`src/rtl/ordered_rsp_buf.sv`:
```
module ordered_rsp_buf #(
  parameter int NCELL = 8,
  parameter int NID   = 4,
  parameter int DW    = 8,
  localparam int CW   = (NCELL > 1) ? $clog2(NCELL) : 1,
  localparam int IW   = (NID > 1) ? $clog2(NID) : 1,
  localparam int NW   = $clog2(NCELL + 1)
) (
  input  logic             clk_i,
  input  logic             rst_ni,
  input  logic             rsv_valid_i,
  input  logic [IW-1:0]    rsv_id_i,
  output logic             rsv_ready_o,
  output logic [CW-1:0]    rsv_iid_o,
  input  logic             in_valid_i,
  input  logic [IW-1:0]    in_id_i,
  input  logic [DW-1:0]    in_data_i,
  output logic             in_ready_o,
  input  logic [NCELL-1:0] rel_en_i,
  output logic             out_valid_o,
  input  logic             out_ready_i,
  output logic [IW-1:0]    out_id_o,
  output logic [DW-1:0]    out_data_o,
  output logic [NCELL-1:0] released_o
);

  logic [NCELL-1:0] busy_q;
  logic [CW-1:0]    link_q [NCELL];
  logic [DW-1:0]    pay_q  [NCELL];
  logic [CW-1:0]    newest_q [NID];
  logic [CW-1:0]    fill_q   [NID];
  logic [CW-1:0]    oldest_q [NID];
  logic [NW-1:0]    nwait_q  [NID];
  logic [NW-1:0]    nheld_q  [NID];

  logic          ov_q;
  logic [CW-1:0] ocell_q;
  logic [IW-1:0] oid_q;
  logic [DW-1:0] odat_q;

  logic          free_any;
  logic [CW-1:0] free_idx;
  logic          rsv_fire, in_fire, hs;
  logic [CW-1:0] head_c [NID];
  logic [NW-1:0] left_c [NID];
  logic [NID-1:0] cand_c;
  logic          sel_v;
  logic [IW-1:0] sel_id;
  logic [CW-1:0] sel_cell;
  logic [NW:0]   wait_after, total_after;

  always_comb begin
    free_any = 1'b0;
    free_idx = '0;
    for (int i = NCELL - 1; i >= 0; i--) begin
      if (!busy_q[i]) begin
        free_any = 1'b1;
        free_idx = CW'(i);
      end
    end
  end

  assign rsv_ready_o = free_any;
  assign rsv_iid_o   = free_idx;
  assign rsv_fire    = rsv_valid_i & free_any;
  assign in_ready_o  = nwait_q[in_id_i] != '0;
  assign in_fire     = in_valid_i & in_ready_o;
  assign out_valid_o = ov_q & rel_en_i[ocell_q];
  assign out_id_o    = oid_q;
  assign out_data_o  = odat_q;
  assign hs          = out_valid_o & out_ready_i;
  assign released_o  = hs ? (NCELL'(1) << ocell_q) : '0;

  always_comb begin
    for (int k = 0; k < NID; k++) begin
      if (hs && oid_q == IW'(k)) begin
        head_c[k] = link_q[ocell_q];
        left_c[k] = nheld_q[k] - NW'(1);
      end else begin
        head_c[k] = oldest_q[k];
        left_c[k] = nheld_q[k];
      end
      cand_c[k] = (left_c[k] != '0) && rel_en_i[head_c[k]];
    end
    sel_v  = 1'b0;
    sel_id = '0;
    for (int k = NID - 1; k >= 0; k--) begin
      if (cand_c[k]) begin
        sel_v  = 1'b1;
        sel_id = IW'(k);
      end
    end
    if (ov_q && !hs && cand_c[oid_q]) sel_id = oid_q;
    sel_cell = head_c[sel_id];
  end

  assign wait_after  = {1'b0, nwait_q[rsv_id_i]}
                     - ((in_fire && in_id_i == rsv_id_i) ? (NW+1)'(1) : '0);
  assign total_after = {1'b0, nwait_q[rsv_id_i]} + {1'b0, nheld_q[rsv_id_i]}
                     - ((hs && oid_q == rsv_id_i) ? (NW+1)'(1) : '0);

  always_ff @(posedge clk_i or negedge rst_ni) begin
    if (!rst_ni) begin
      busy_q  <= '0;
      ov_q    <= 1'b0;
      ocell_q <= '0;
      oid_q   <= '0;
      odat_q  <= '0;
      for (int i = 0; i < NCELL; i++) begin
        link_q[i] <= '0;
        pay_q[i]  <= '0;
      end
      for (int k = 0; k < NID; k++) begin
        newest_q[k] <= '0;
        fill_q[k]   <= '0;
        oldest_q[k] <= '0;
        nwait_q[k]  <= '0;
        nheld_q[k]  <= '0;
      end
    end else begin
      ov_q    <= sel_v;
      ocell_q <= sel_cell;
      oid_q   <= sel_id;
      odat_q  <= pay_q[sel_cell];
      for (int k = 0; k < NID; k++) begin
        nwait_q[k] <= nwait_q[k]
                    + NW'(rsv_fire && rsv_id_i == IW'(k))
                    - NW'(in_fire && in_id_i == IW'(k));
        nheld_q[k] <= nheld_q[k]
                    + NW'(in_fire && in_id_i == IW'(k))
                    - NW'(hs && oid_q == IW'(k));
      end
      if (hs) begin
        busy_q[ocell_q] <= 1'b0;
        oldest_q[oid_q] <= link_q[ocell_q];
      end
      if (in_fire) begin
        pay_q[fill_q[in_id_i]] <= in_data_i;
        fill_q[in_id_i]        <= link_q[fill_q[in_id_i]];
      end
      if (rsv_fire) begin
        busy_q[free_idx]   <= 1'b1;
        newest_q[rsv_id_i] <= free_idx;
        if (total_after != '0) link_q[newest_q[rsv_id_i]] <= free_idx;
        if (wait_after == '0)  fill_q[rsv_id_i] <= free_idx;
        if (total_after == '0) oldest_q[rsv_id_i] <= free_idx;
      end
    end
  end

  int total_c;
  always_comb begin
    total_c = 0;
    for (int k = 0; k < NID; k++) total_c += int'(nwait_q[k]) + int'(nheld_q[k]);
  end

  assert_pool_count_R2: assert property (@(posedge clk_i) disable iff (!rst_ni)
    $countones(busy_q) == total_c);

  assert_claim_same_cycle_R2: assert property (@(posedge clk_i) disable iff (!rst_ni)
    rsv_fire |=> busy_q[$past(rsv_iid_o)]);

  assert_offer_has_data_R4: assert property (@(posedge clk_i) disable iff (!rst_ni)
    out_valid_o |-> nheld_q[oid_q] != '0);

  assert_offer_is_oldest_R4: assert property (@(posedge clk_i) disable iff (!rst_ni)
    ov_q |-> ocell_q == oldest_q[oid_q]);

  assert_release_owned_R6: assert property (@(posedge clk_i) disable iff (!rst_ni)
    hs |-> busy_q[ocell_q]);

  assert_hold_when_stalled_R7: assert property (@(posedge clk_i) disable iff (!rst_ni)
    (ov_q && !hs && cand_c[oid_q]) |=> ($stable(oid_q) && $stable(odat_q) && $stable(ocell_q)));

endmodule

```
`config.mk`:
```
export PLATFORM = sky130hd
export DESIGN_NAME = ordered_rsp_buf
export DESIGN_NICKNAME = d
export VERILOG_FILES = /design/src/rtl/ordered_rsp_buf.sv
export SDC_FILE = /design/constraint.sdc
export NUM_CORES = 1
export LEC_CHECK = 0
export ABC_AREA = 0
export BUFFER_PORTS_ARGS = -buffer_cell sky130_fd_sc_hd__buf_2
export CORE_MARGIN = 3
export CORE_UTILIZATION = 51
export DETAILED_ROUTE_END_ITERATION = 8
export PLACE_DENSITY = 0.69
export REMOVE_ABC_BUFFERS = 1
export SLEW_MARGIN = 20
export SYNTH_ARGS = -nofsm -noshare
export SYNTH_HDL_FRONTEND = slang
export SYNTH_SLANG_ARGS = --single-unit
```
`constraint.sdc`:
```
create_clock -name clk_i -period 5.7 [get_ports clk_i]
set_input_delay 0.855 -clock clk_i [delete_from_list [all_inputs] [get_ports clk_i]]
set_output_delay 0.855 -clock clk_i [all_outputs]
set_load 0.03 [all_outputs]
```
Yosys cells after proc, flatten, opt, wreduce, memory -nomap -nowiden. Cells that the tools add are included.

Bits in registers: 178. Input bits: 25. Output and inout bits: 24. Logic and storage cells: 257.

Add/subtract/negate cells: 23. Magnitude comparators: 22. Equality and inequality tests: 11. Shift-type cells: 1. Multiplexer cells: 104. Bitwise operators: 15. Reduce and logical (&&, ||, !) cells: 40.

Operators by type and width (count): $mux 3 (26); $mux 12 (6); $bwmux 64 (1); $bwmux 12 (5); $mux 8 (6); $mux 4 (10); $add 4x1->4 (8); $sub 4x1->4 (8); $logic_and 1x1->1 (27); $bmux 4 s2 (3); $bmux 8 s3 (1); $bwmux 24 (1); $demux 8 s3 (1); $lt 3x4->1 const B (6); $mux 1 (22); $reduce_bool 4->1 (5); $bmux 3 s2 (3); $bmux 3 s3 (2); $demux 3 s2 (3); $ge 4x4->1 const B (4); $not 3->4 (4); $sub 4x1->4 const B (4); $bmux 1 s3 (5); $eq 2x2->1 const B (6); 25 further kinds (49).

Depth between registers and ports, before layout. Gate-level depths: netlist (run 1).

Depth after elaboration: 22. Mapped depth: 20. Depth with buffers taken out: 19.

Worst setup path before layout (run 1). No wires, ideal clock.

Path type: input-to-reg. From: input rel_en_i[4]. To: register odat_q[0] (netlist: out_data_o[0]). Setup time: 125 ps. Arrival time: 4725 ps. Data required time: 5575 ps. Path slack: 850 ps. Stages on the path: 16. Path buffers: 2. Cells stage by stage: mux2_4 -> o221ai_4 -> or4_4 -> buf_6 -> mux2i_2 -> mux4_2 -> nand2_1 -> o21ai_2 -> and3b_1 -> o311ai_4 -> mux2i_4 -> mux2i_4 -> buf_6 -> mux2i_1 -> mux2i_1 -> mux2_2.

Word-level cells in the longest chain between the ends: 22. Elaborated cells on any way between the ends: 50. Classes of those cells: mux: 31; bitwise: 4; reduce/logical: 15.

Ends and longest elaborated chain: start: declaration (RTL line 19) `input logic [NCELL-1:0] rel_en_i,`; $bmux 1 s3 (RTL line 68) `assign out_valid_o = ov_q & rel_en_i[ocell_q];`; $mux 1 (implied by the code) (RTL line 68); $and 1x1->1 (RTL line 68); $and 1x1->1 (RTL line 71) `assign hs = out_valid_o & out_ready_i;`; $logic_and 1x1->1 (RTL line 76) `if (hs && oid_q == IW'(k)) begin`; $mux 3 (RTL line 76); $bmux 1 s3 (RTL line 83) `cand_c[k] = (left_c[k] != '0) && rel_en_i[head_c[k]];`; $mux 1 (implied by the code) (RTL line 83); $logic_and 1x1->1 (RTL line 83); $mux 2 (4 in series) (RTL line 88) `if (cand_c[k]) begin`; $mux 2 (RTL line 93) `if (ov_q && !hs && cand_c[oid_q]) sel_id = oid_q;`; $not 2->3 (implied by the code) (RTL line 94) `sel_cell = head_c[sel_id];`; $bmux 3 s2 (*) (RTL line 94); $mux 3 (implied by the code) (*) (2 in series) (RTL line 94); $not 3->4 (implied by the code) (*) (RTL line 124) `odat_q <= pay_q[sel_cell];`; $bmux 8 s3 (*) (RTL line 124); $mux 8 (implied by the code) (*) (2 in series) (RTL line 124); end signal: assignment (RTL line 124); end: declaration (RTL line 39) `logic [DW-1:0] odat_q;`.

Every way passes the cells marked *; elsewhere a longest branch is shown, timed or not. The select of a mux whose other input is x is not followed. A chain may end at the register's enable or synchronous reset.

Worst setup path after layout (run 1).
From: register ocell_q[1]. To: register odat_q[7] (netlist: out_data_o[7]).

Word-level cells in the longest chain between the ends: 22. Elaborated cells on any way between the ends: 54. Classes of those cells: mux: 34; bitwise: 5; reduce/logical: 15.

Ends and longest elaborated chain: start: declaration (RTL line 37) `logic [CW-1:0] ocell_q;`; start signal: assignment (RTL line 122) `ocell_q <= sel_cell;`; $bmux 1 s3 (RTL line 68); $mux 1 (implied by the code) (RTL line 68); $and 1x1->1 (RTL line 68); $and 1x1->1 (RTL line 71); $logic_and 1x1->1 (RTL line 76); $mux 3 (RTL line 76); $bmux 1 s3 (RTL line 83); $mux 1 (implied by the code) (RTL line 83); $logic_and 1x1->1 (RTL line 83); $mux 2 (4 in series) (RTL line 88); $mux 2 (RTL line 93); $not 2->3 (implied by the code) (RTL line 94); $bmux 3 s2 (*) (RTL line 94); $mux 3 (implied by the code) (*) (2 in series) (RTL line 94); $not 3->4 (implied by the code) (*) (RTL line 124); $bmux 8 s3 (*) (RTL line 124); $mux 8 (implied by the code) (*) (2 in series) (RTL line 124).

Marks and branches as above.

==> results of run 1 <==
## logic make-up after synthesis
kind of cell,Yosys count,share of synthesized area (%)
fa+ha+maj,58,7.507
buf+inv,114,4.570
compound gates,120,7.495
xor+xnor,39,3.232
simple gates,237,10.94
flops,178,42.15
mux,208,24.11
## state kept, by name (all words and copies together) (netlist names)
name / cells
ov_q: 1
out_id_o: 2
pay_q: 64
nwait_q: 16
link_q: 24
out_data_o: 8
fill_q: 12
nheld_q: 16
newest_q: 12
ocell_q: 3
busy_q: 8
oldest_q: 12
## layout by cell type (no fill, tap or decap), types with 12 or more instances in the layout
cell       count
dfrtp_1      178
buf_2         47
mux2i_1       78
a21oi_1       20
xnor2_1       27
nand3_1       26
mux4_2        22
xor2_1        12
nor2_1        50
buf_4         13
nand2_1       82
mux2_2       100
ha_1          49
o21ai_0       52
clkbuf_16     17
inv_1         83
## metal layers
metal / global-route usage, % / up-vias / share of wire, %
li1: - / 3448 / -
met1: 33.02 / 3717 / 47
met2: 33.75 / 166 / 47
met3: 3.816 / 33 / 4.3
met4: 5.901 / 0 / 1.5
met5: 0 / - / 0
## area by class of cell
cell class | instances | area [um2] | area share [%]
Clock inverter | 14 | 167.7 | 1.433
Clock buffer | 17 | 425.4 | 3.636
Sequential cell | 178 | 4454 | 38.07
Timing Repair Buffer | 62 | 364.1 | 3.112
Inverter | 83 | 311.5 | 2.663
Multi-Input combinational cell | 662 | 5640 | 48.20
Tap cell | 270 | 337.8 | 2.887
## per-stage QoR
step                      util (%)  instances
after floorplan                  -        923
after global placement       54.70       1255
after detailed placement     54.70       1255
after CTS                    57.62       1286
after global routing         57.64       1286
final                        57.64       1286
## path summary, 6_finish.rpt
check	depth (start not counted)	startpoint	end	slack (ns)
hold reg to reg	2	newest_q[3]$_DFFE_PN0P_	newest_q[3]$_DFFE_PN0P_	0.48
hold / removal	2	newest_q[3]$_DFFE_PN0P_	newest_q[3]$_DFFE_PN0P_	0.48
setup reg to reg	16	ocell_q[1]$_DFF_PN0_	out_data_o[7]$_DFF_PN0_	0.35
min in group asynchronous	1	rst_ni	pay_q[0]$_DFFE_PN0P_	0.50
max in group asynchronous	2	rst_ni	nwait_q[8]$_DFF_PN0_	4.04
setup / recovery	16	ocell_q[1]$_DFF_PN0_	out_data_o[7]$_DFF_PN0_	0.35
## power groups by stage
stage                     Combinational (mW)  Sequential [mW]  Clock [mW]
after floorplan                         3.41             2.34           0
after global placement                  4.39             2.42           0
after detailed placement                4.51             2.43           0
after CTS                               4.54             2.41        1.19
after global routing                    5.00             2.50        1.24
final                                   4.52             2.42        1.17
## worst max-delay path, stage by stage, from the launching register on
cell and delay (ns):
dfrtp_1 0.75, buf_4 0.26, mux4_2 0.51, inv_1 0.08, o21ai_1 0.11, mux2i_1 0.39
mux4_2 0.58, a221oi_2 0.25, nor2_1 0.11, and3_1 0.22, o311ai_4 0.33, mux2i_4 0.45
mux2i_4 0.31, buf_12 0.27, mux2i_1 0.24, mux2i_1 0.09, mux2_2 0.26
==> impl_metrics.tcl, run 1 <==
set metrics [dict create \
    outcome "complete, no violations" \
    wl_per_cell_um 18.61 \
    hold_viol 0 \
    grt_usage_pct 22.19 \
    syn_area_um2 10570 \
    post-cts-setup-buffers 0 \
    synth_common_cells "178 x dfrtp_1, 100 x mux2_2, 83 x inv_1" \
    clkTransAtPathRegs_ns 0.08 \
    finalNetCount 1087 \
    critPathArrivalTime_ns 5.69 \
    relSlewSlack_pct 33.99 \
    cts.sinks 178 \
    synth_edf_count 0 \
    ys_types 69 \
    p_clk_share_pct 14.4 \
    fin_area_um2 11700 \
    fp.dieW_um 149.9 \
    p_int_mw 4.635 \
    switching_share_pct 42.84 \
    htreeDepth 4 \
    ys.flop_type "dfrtp_1" \
    core-area_um2 20300 \
    synth-seq-cells 178 \
    antenna_left 0 \
    seq_power_share_pct 29.8 \
    drc_errors 0 \
    finalSetupViolCount 0 \
    avgSynthCellArea_um2 11.08 \
    p_sw_mw 3.473 \
    fin_total_pwr_mw 8.108 \
    start_util_pct 52.06 \
    wirelength_mm 23.93 \
    place.gp.congestion 0.8941 \
    max-vdd-ir-drop_mv 0.3384 \
    p_per_area_nw_per_um2 692.9 \
    cts_tree "built" \
    period_minus_slack_ns 5.351 \
    worstSetupEndpointType "flop" \
    cts_root_buffer "clkbuf_16" \
    drive_gt1_share_pct 24.31 \
    drv_cap 0 \
    yosysTopAreaCell "dfrtp_1" \
    rsz0062_at_grt "no" \
    diodes 0 \
    slew_violations 0 \
    period_share_pct 93.87 \
    gr-total-overflow 0 \
    io_buffer_count 48 \
    fmax_mhz 186.9 \
    grt_max_degree 105 \
    hold_path_class "flop to flop" \
    tightestPinTransition_ns 0.9866 \
    startpoint_type "flop" \
    syn_to_final_growth_pct 10.73 \
    holdWs_ns 0.4810 \
    synth_cells 954 \
    cts_resized 0 \
    boundaryPins 49 \
    dieArea_um2 22480 \
    cts_hold_buf 0 \
    cts_buffers 17 \
    clock_skew_ns 0.01271 \
    async_reset_ff_share_pct 100.0 \
    row_count 52 \
    p_comb_share_pct 55.8 \
    ys_warn_count 0 \
    ys_top_cells_by_area "dfrtp_1 42%, mux2_2 11%, mux2i_1 7.4%" \
    drtIter0Drc 523 \
    dpl-instance-area_um2 11100 \
    ys_seq_area_share_pct 42.15 \
    fillCellCount 1720 \
    grt_antenna_before_repair 0 \
    critPathRequiredTime_ns 6.04 \
    setup_tns_ns 0 \
    clkLatencyLatePin_ns 0.44 \
    cp_max_fo 33 \
    setup.worst_path.class "flop to flop" \
    synth_top_area_share_pct 42.15 \
    cts_max_path_buffers 2 \
    place_ws_ns 0.2688 \
    hpwl_mm 17.25 \
    worst_slack_ns 0.3492 \
    first_pass_iters 5 \
    p_leak_nw 5.491 \
    vias 7364 \
    vias_per_cell 5.726 \
    grt_pass1_vias 7189 \
    die_y_um 149.9 \
    grt_pass1_wl_mm 39.14 \
    yosysMostFrequentCell "dfrtp_1" \
]
Power figures use the tool's default switching activity.
==> run 2: changes to the inputs <==
Settings changed: BUFFER_PORTS_ARGS -buffer_cell sky130_fd_sc_hd__buf_2 to -buffer_cell sky130_fd_sc_hd__buf_4, SKIP_LAST_GASP set to 1.
==> impl_metrics.tcl, run 2 (synthesized netlist as in run 1, its figures left out) <==
set metrics [dict create \
    outcome "complete, no violations" \
    setup_tns_ns 0 \
    core-area_um2 20300 \
    r2r.worst_path.cells 15 \
    grt_usage_pct 21.84 \
    critPathRequiredTime_ns 6.03 \
    finalNetCount 1083 \
    grt_use_met3_pct 3.150 \
    p_leak_nw 5.514 \
    tightestPinTransition_ns 1.004 \
    drive_gt1_share_pct 24.19 \
    row_count 52 \
    vias 7315 \
    relSlewSlack_pct 32.83 \
    critPathArrivalTime_ns 5.70 \
    reg2reg_from "ocell_q[1]$_DFF_PN0_" \
    start_util_pct 52.06 \
    finalSetupViolCount 0 \
    gr-total-overflow 0 \
    first_pass_iters 5 \
    boundaryPins 49 \
    largest_reg_flops 64 \
    layout_commonest_cell "dfrtp_1" \
    vias_per_cell 5.701 \
    path_common_cell "mux2i_1" \
    top_regs "pay_q (64), link_q (24)" \
    grtUsageMet2_pct 34.78 \
    grt_pass1_vias 7114 \
    cts_buffers 17 \
    slowest_delay_ns 0.82 \
    crit_buf_inv 1 \
    reg2reg_to "out_data_o[7]$_DFF_PN0_" \
    wl_per_cell_um 18.33 \
    antenna_left 0 \
    cts_hold_buf 0 \
    max-vdd-ir-drop_mv 0.4302 \
    cts_tree "built" \
    path_delay_family "multiplexers" \
    wirelength_mm 23.52 \
    io_buffer_count 48 \
    cp_slowest_cell "dfrtp_1" \
    slew_violations 0 \
    drtIter0Drc 520 \
    hpwl_mm 17.04 \
    cp_max_fo 33 \
    cts_max_path_buffers 2 \
    hold_start "newest_q[7]$_DFFE_PN0P_" \
    p_int_mw 4.668 \
    seq_power_share_pct 29.8 \
    gr-max-usage-layer "met2" \
    period_share_pct 94.26 \
    cts_root_buffer "clkbuf_16" \
    gr-usage-met1_pct 31.73 \
    p_clk_share_pct 14.7 \
    fmax_mhz 186.1 \
    period_minus_slack_ns 5.373 \
    grt_antenna_before_repair 0 \
    p_sw_mw 3.455 \
    path_cells "mux2_2 > o22ai_2 > nor3_4 > mux2i_1 > mux4_2 > a221oi_2 > nor2_1 > and3_1 > o311ai_4 > mux2i_4 > mux2i_4 > buf_12 > mux2i_1 > mux2i_1 > mux2_2" \
    cts.sinks 178 \
    drc_errors 0 \
    place.gp.congestion 0.8879 \
    htreeDepth 4 \
    cts_resized 0 \
    rsz0062_at_grt "no" \
    clkLatencyLatePin_ns 0.44 \
    final_cell_mix "178 x dfrtp_1, 100 x mux2_2, 83 x inv_1" \
    rrSetupSlack_ns 0.33 \
    hold_path_end "newest_q[7]$_DFFE_PN0P_" \
    fp.dieW_um 149.9 \
    die_y_um 149.9 \
    fin_total_pwr_mw 8.123 \
    fillCellCount 1712 \
    grt_pass1_wl_mm 38.55 \
    startpoint_type "flop" \
    setup.worst_path.class "flop to flop" \
    min_path_cells 2 \
    syn_to_final_growth_pct 11.86 \
    clock_skew_ns 0.01525 \
    top_register "pay_q" \
    post-cts-setup-buffers 0 \
    p_per_area_nw_per_um2 687.2 \
    switching_share_pct 42.53 \
    drv_cap 0 \
    hold_viol 0 \
    clkTransAtPathRegs_ns 0.08 \
    diodes 0 \
    hold_path_class "flop to flop" \
    p_comb_share_pct 55.5 \
    dieArea_um2 22480 \
    grt_max_degree 102 \
    worstSetupEndpointType "flop" \
]
-- run 2: cell types whose count changed in the layout (fill, tap and decap cells not counted) --
| cell | before | now |
|---|---|---|
| nor3_2 | 3 | 4 |
| inv_12 | 0 | 2 |
| clkinv_4 | 3 | 1 |
| nor3_1 | 11 | 10 |
| inv_6 | 3 | 1 |
| inv_8 | 3 | 5 |
| clkinvlp_4 | 0 | 1 |
| buf_4 | 13 | 56 |
| buf_2 | 47 | 0 |
-- run 2: how the worst max path moves through the flow --
| stage | to | start | depth (start not counted) | slack, ns |
|---|---|---|---|---|
| final | out_data_o[7]$_DFF_PN0_ | ocell_q[1]$_DFF_PN0_ | 15 | 0.33 |
| after global routing | out_data_o[7]$_DFF_PN0_ | ocell_q[1]$_DFF_PN0_ | 15 | 0.04 |
| after CTS | out_data_o[7]$_DFF_PN0_ | ocell_q[1]$_DFF_PN0_ | 15 | 0.37 |
| after detailed placement | out_data_o[7]$_DFF_PN0_ | rel_en_i[5] | 16 | 0.34 |
| after global placement | out_data_o[4]$_DFF_PN0_ | rel_en_i[4] | 16 | 0.38 |
| after floorplan | out_data_o[0]$_DFF_PN0_ | rel_en_i[7] | 14 | 0.36 |
-- run 2: worst reg2reg max path, stage by stage, from the launching register on --
cell and delay (ns):
dfrtp_1 0.82, mux2_2 0.44, o22ai_2 0.34, nor3_4 0.12
mux2i_1 0.37, mux4_2 0.57, a221oi_2 0.26, nor2_1 0.14
and3_1 0.23, o311ai_4 0.33, mux2i_4 0.44, mux2i_4 0.31
buf_12 0.27, mux2i_1 0.27, mux2i_1 0.10, mux2_2 0.26
-- run 2: final cells by class --
type / instances / area, um2 / share of cell area [%]
Multi-Input combinational cell: 662 / 5645 / 47.76
Sequential cell: 178 / 4454 / 37.68
Tap cell: 270 / 337.8 / 2.858
Clock buffer: 17 / 425.4 / 3.599
Inverter: 83 / 311.5 / 2.635
Clock inverter: 15 / 195.2 / 1.651
Timing Repair Buffer: 58 / 451.7 / 3.821
-- run 2: power by group through the flow --
stage,combinational [mW],clock [mW],sequential (mW)
after floorplan,3.41,0,2.34
after global placement,4.38,0,2.44
after detailed placement,4.51,0,2.43
after CTS,4.53,1.22,2.42
after global routing,4.97,1.28,2.51
final,4.51,1.19,2.42
-- run 2: metal layers --
layer | vias up | routed length, um
li1 | 3436 | -
met1 | 3694 | 11160
met2 | 163 | 11100
met3 | 22 | 845
met4 | 0 | 403
met5 | - | 0
-- run 2: metrics by stage --
stage               utilization [%]  instances  hold WS [ns]  instance area (um2)  setup WS [ns]
global placement              55.15       1251        0.4574                11200         0.3818
finish                        58.23       1283        0.4832                11820         0.3273
detailed placement            55.18       1251        0.4694                11200         0.3392
CTS                           58.23       1283        0.4856                11820         0.3693
global route                  58.23       1283        0.5106                11820        0.03589
floorplan                         -        923        0.4446                10400         0.3570
==> run 3: changes to the inputs <==
Settings changed: ABC_AREA 0 to 1.
==> impl_metrics.tcl, run 3 <==
set metrics [dict create \
    drc_errors 0 \
    drive_gt1_share_pct 8.530 \
    slew_violations 0 \
    slowest_delay_ns 0.65 \
    hold_path_class "primary input to async pin" \
    fp.dieW_um 151.2 \
    synth_cells 1381 \
    clkLatencyLatePin_ns 0.43 \
    cts_root_buffer "clkbuf_16" \
    grt_max_degree 93 \
    cts_resized 0 \
    critPathArrivalTime_ns 4.94 \
    grt_pass1_wl_mm 47.26 \
    top_regs "pay_q (64), link_q (24)" \
    tightestPinTransition_ns 0.8699 \
    multi_input_area_um2 5482 \
    syn_area_um2 10760 \
    ys.flop_type "dfrtp_1" \
    worstSetupEndpointType "flop" \
    yosysMostFrequentCell "nand2_1" \
    boundaryPins 49 \
    post-cts-setup-buffers 0 \
    fillCellCount 1876 \
    cts_buffers 17 \
    diodes 0 \
    startpoint_type "flop" \
    avgSynthCellArea_um2 7.788 \
    hpwl_mm 21.49 \
    ys_warn_count 0 \
    wirelength_mm 29.58 \
    setup_tns_ns 0 \
    grt_antenna_before_repair 0 \
    drtIter0Drc 856 \
    async_reset_ff_share_pct 100.0 \
    rrSetupSlack_ns 1.08 \
    rsz0062_at_grt "no" \
    row_count 52 \
    period_share_pct 81.02 \
    clock_skew_ns 0.01345 \
    io_buffer_count 48 \
    largest_reg_flops 64 \
    gr-total-overflow 0 \
    grt_pass1_vias 8921 \
    top_register "pay_q" \
    hold_viol 0 \
    final_cell_mix "375 x nand2_1, 178 x dfrtp_1, 177 x inv_1" \
    syn_to_final_growth_pct 11.42 \
    htreeDepth 4 \
    relSlewSlack_pct 42.00 \
    first_pass_iters 6 \
    synth_common_cells "375 x nand2_1, 178 x dfrtp_1, 177 x inv_1" \
    finalNetCount 1512 \
    cts_max_path_buffers 2 \
    ys_seq_area_share_pct 41.41 \
    antenna_left 0 \
    clkTransAtPathRegs_ns 0.08 \
    r2r.worst_path.cells 26 \
    period_minus_slack_ns 4.618 \
    synth_edf_count 0 \
    yosysTopAreaCell "dfrtp_1" \
    path_common_cell "nand2_1" \
    ys_types 46 \
    outcome "complete, no violations" \
    cp_slowest_cell "dfrtp_1" \
    dieArea_um2 22870 \
    drv_cap 0 \
    place.gp.congestion 0.9969 \
    core-area_um2 20490 \
    finalSetupViolCount 0 \
    reg2reg_to "out_data_o[7]$_DFF_PN0_" \
    wl_per_cell_um 17.28 \
    reg2reg_from "ocell_q[0]$_DFF_PN0_" \
    setup.worst_path.start "ocell_q[0]$_DFF_PN0_" \
    cts.sinks 178 \
    vias_per_cell 5.695 \
    die_y_um 151.2 \
    layout_commonest_cell "nand2_1" \
    setup.worst_path.class "flop to flop" \
    vias 9750 \
    start_util_pct 52.48 \
    synth_top_area_share_pct 41.41 \
    cts_hold_buf 0 \
    grt_usage_pct 26.47 \
    cp_max_fo 33 \
    fmax_mhz 216.5 \
    critPathRequiredTime_ns 6.02 \
    seq_area_um2 4454 \
    ys_top_cells_by_area "dfrtp_1 41%, nand2_1 13%, o21ai_0 6.4%" \
    cts_tree "built" \
    synth-seq-cells 178 \
]
run 3: worst max path at each step:
stage / endpoint / depth (start not counted) / slack (ns)
finish: out_data_o[7]$_DFF_PN0_ / 26 / 1.08
global route: out_data_o[7]$_DFF_PN0_ / 26 / 0.71
CTS: out_data_o[7]$_DFF_PN0_ / 26 / 1.26
detailed placement: link_q[10]$_DFFE_PN0P_ / 18 / 1.13
global placement: out_data_o[7]$_DFF_PN0_ / 27 / 1.22
floorplan: out_data_o[0]$_DFF_PN0_ / 25 / 1.58
run 3: cell type report:
| class | instances | area share, % |
|---|---|---|
| Inverter | 181 | 5.690 |
| Sequential cell | 178 | 37.17 |
| Tap cell | 270 | 2.819 |
| Clock inverter | 15 | 1.430 |
| Timing Repair Buffer | 57 | 3.602 |
| Clock buffer | 17 | 3.550 |
| Multi-Input combinational cell | 994 | 45.74 |
run 3: cells by family after synthesis:
group | Yosys count | share of synthesized area (%)
compound gates | 226 | 12.35
buf+inv | 209 | 7.620
fa+ha+maj | 58 | 7.376
xor+xnor | 30 | 2.443
flops | 178 | 41.41
simple gates | 680 | 28.79
run 3: metal layers:
metal | vias to the layer above | global-route usage [%] | part of all wire, %
li1 | 4647 | - | -
met4 | 0 | 7.026 | 2.0
met1 | 4636 | 39.35 | 46
met5 | - | 0 | 0
met2 | 416 | 39.81 | 44
met3 | 51 | 4.907 | 8.2
run 3: critical path: cells and delay by family, from the launching register on:
family          cells  cell delay, ns
simple gates       20            2.91
flops               1            0.65
compound gates      1            0.18
buf+inv             5            0.78
run 3: stage by stage:
stage               area [um2]  hold slack (ns)  util (%)  cells  worst slack (ns)
floorplan                10620           0.4444         -   1353             1.576
global placement         11390           0.4568     55.56   1680             1.222
detailed placement       11390           0.4641     55.56   1680             1.127
CTS                      11980           0.4820     58.47   1712             1.259
global route             11980           0.4966     58.47   1712            0.7079
finish                   11980           0.4738     58.47   1712             1.082
Power of run 3 is not shown: default switching activity piles up to over one toggle a cycle in this logic, so the estimate is an artifact.
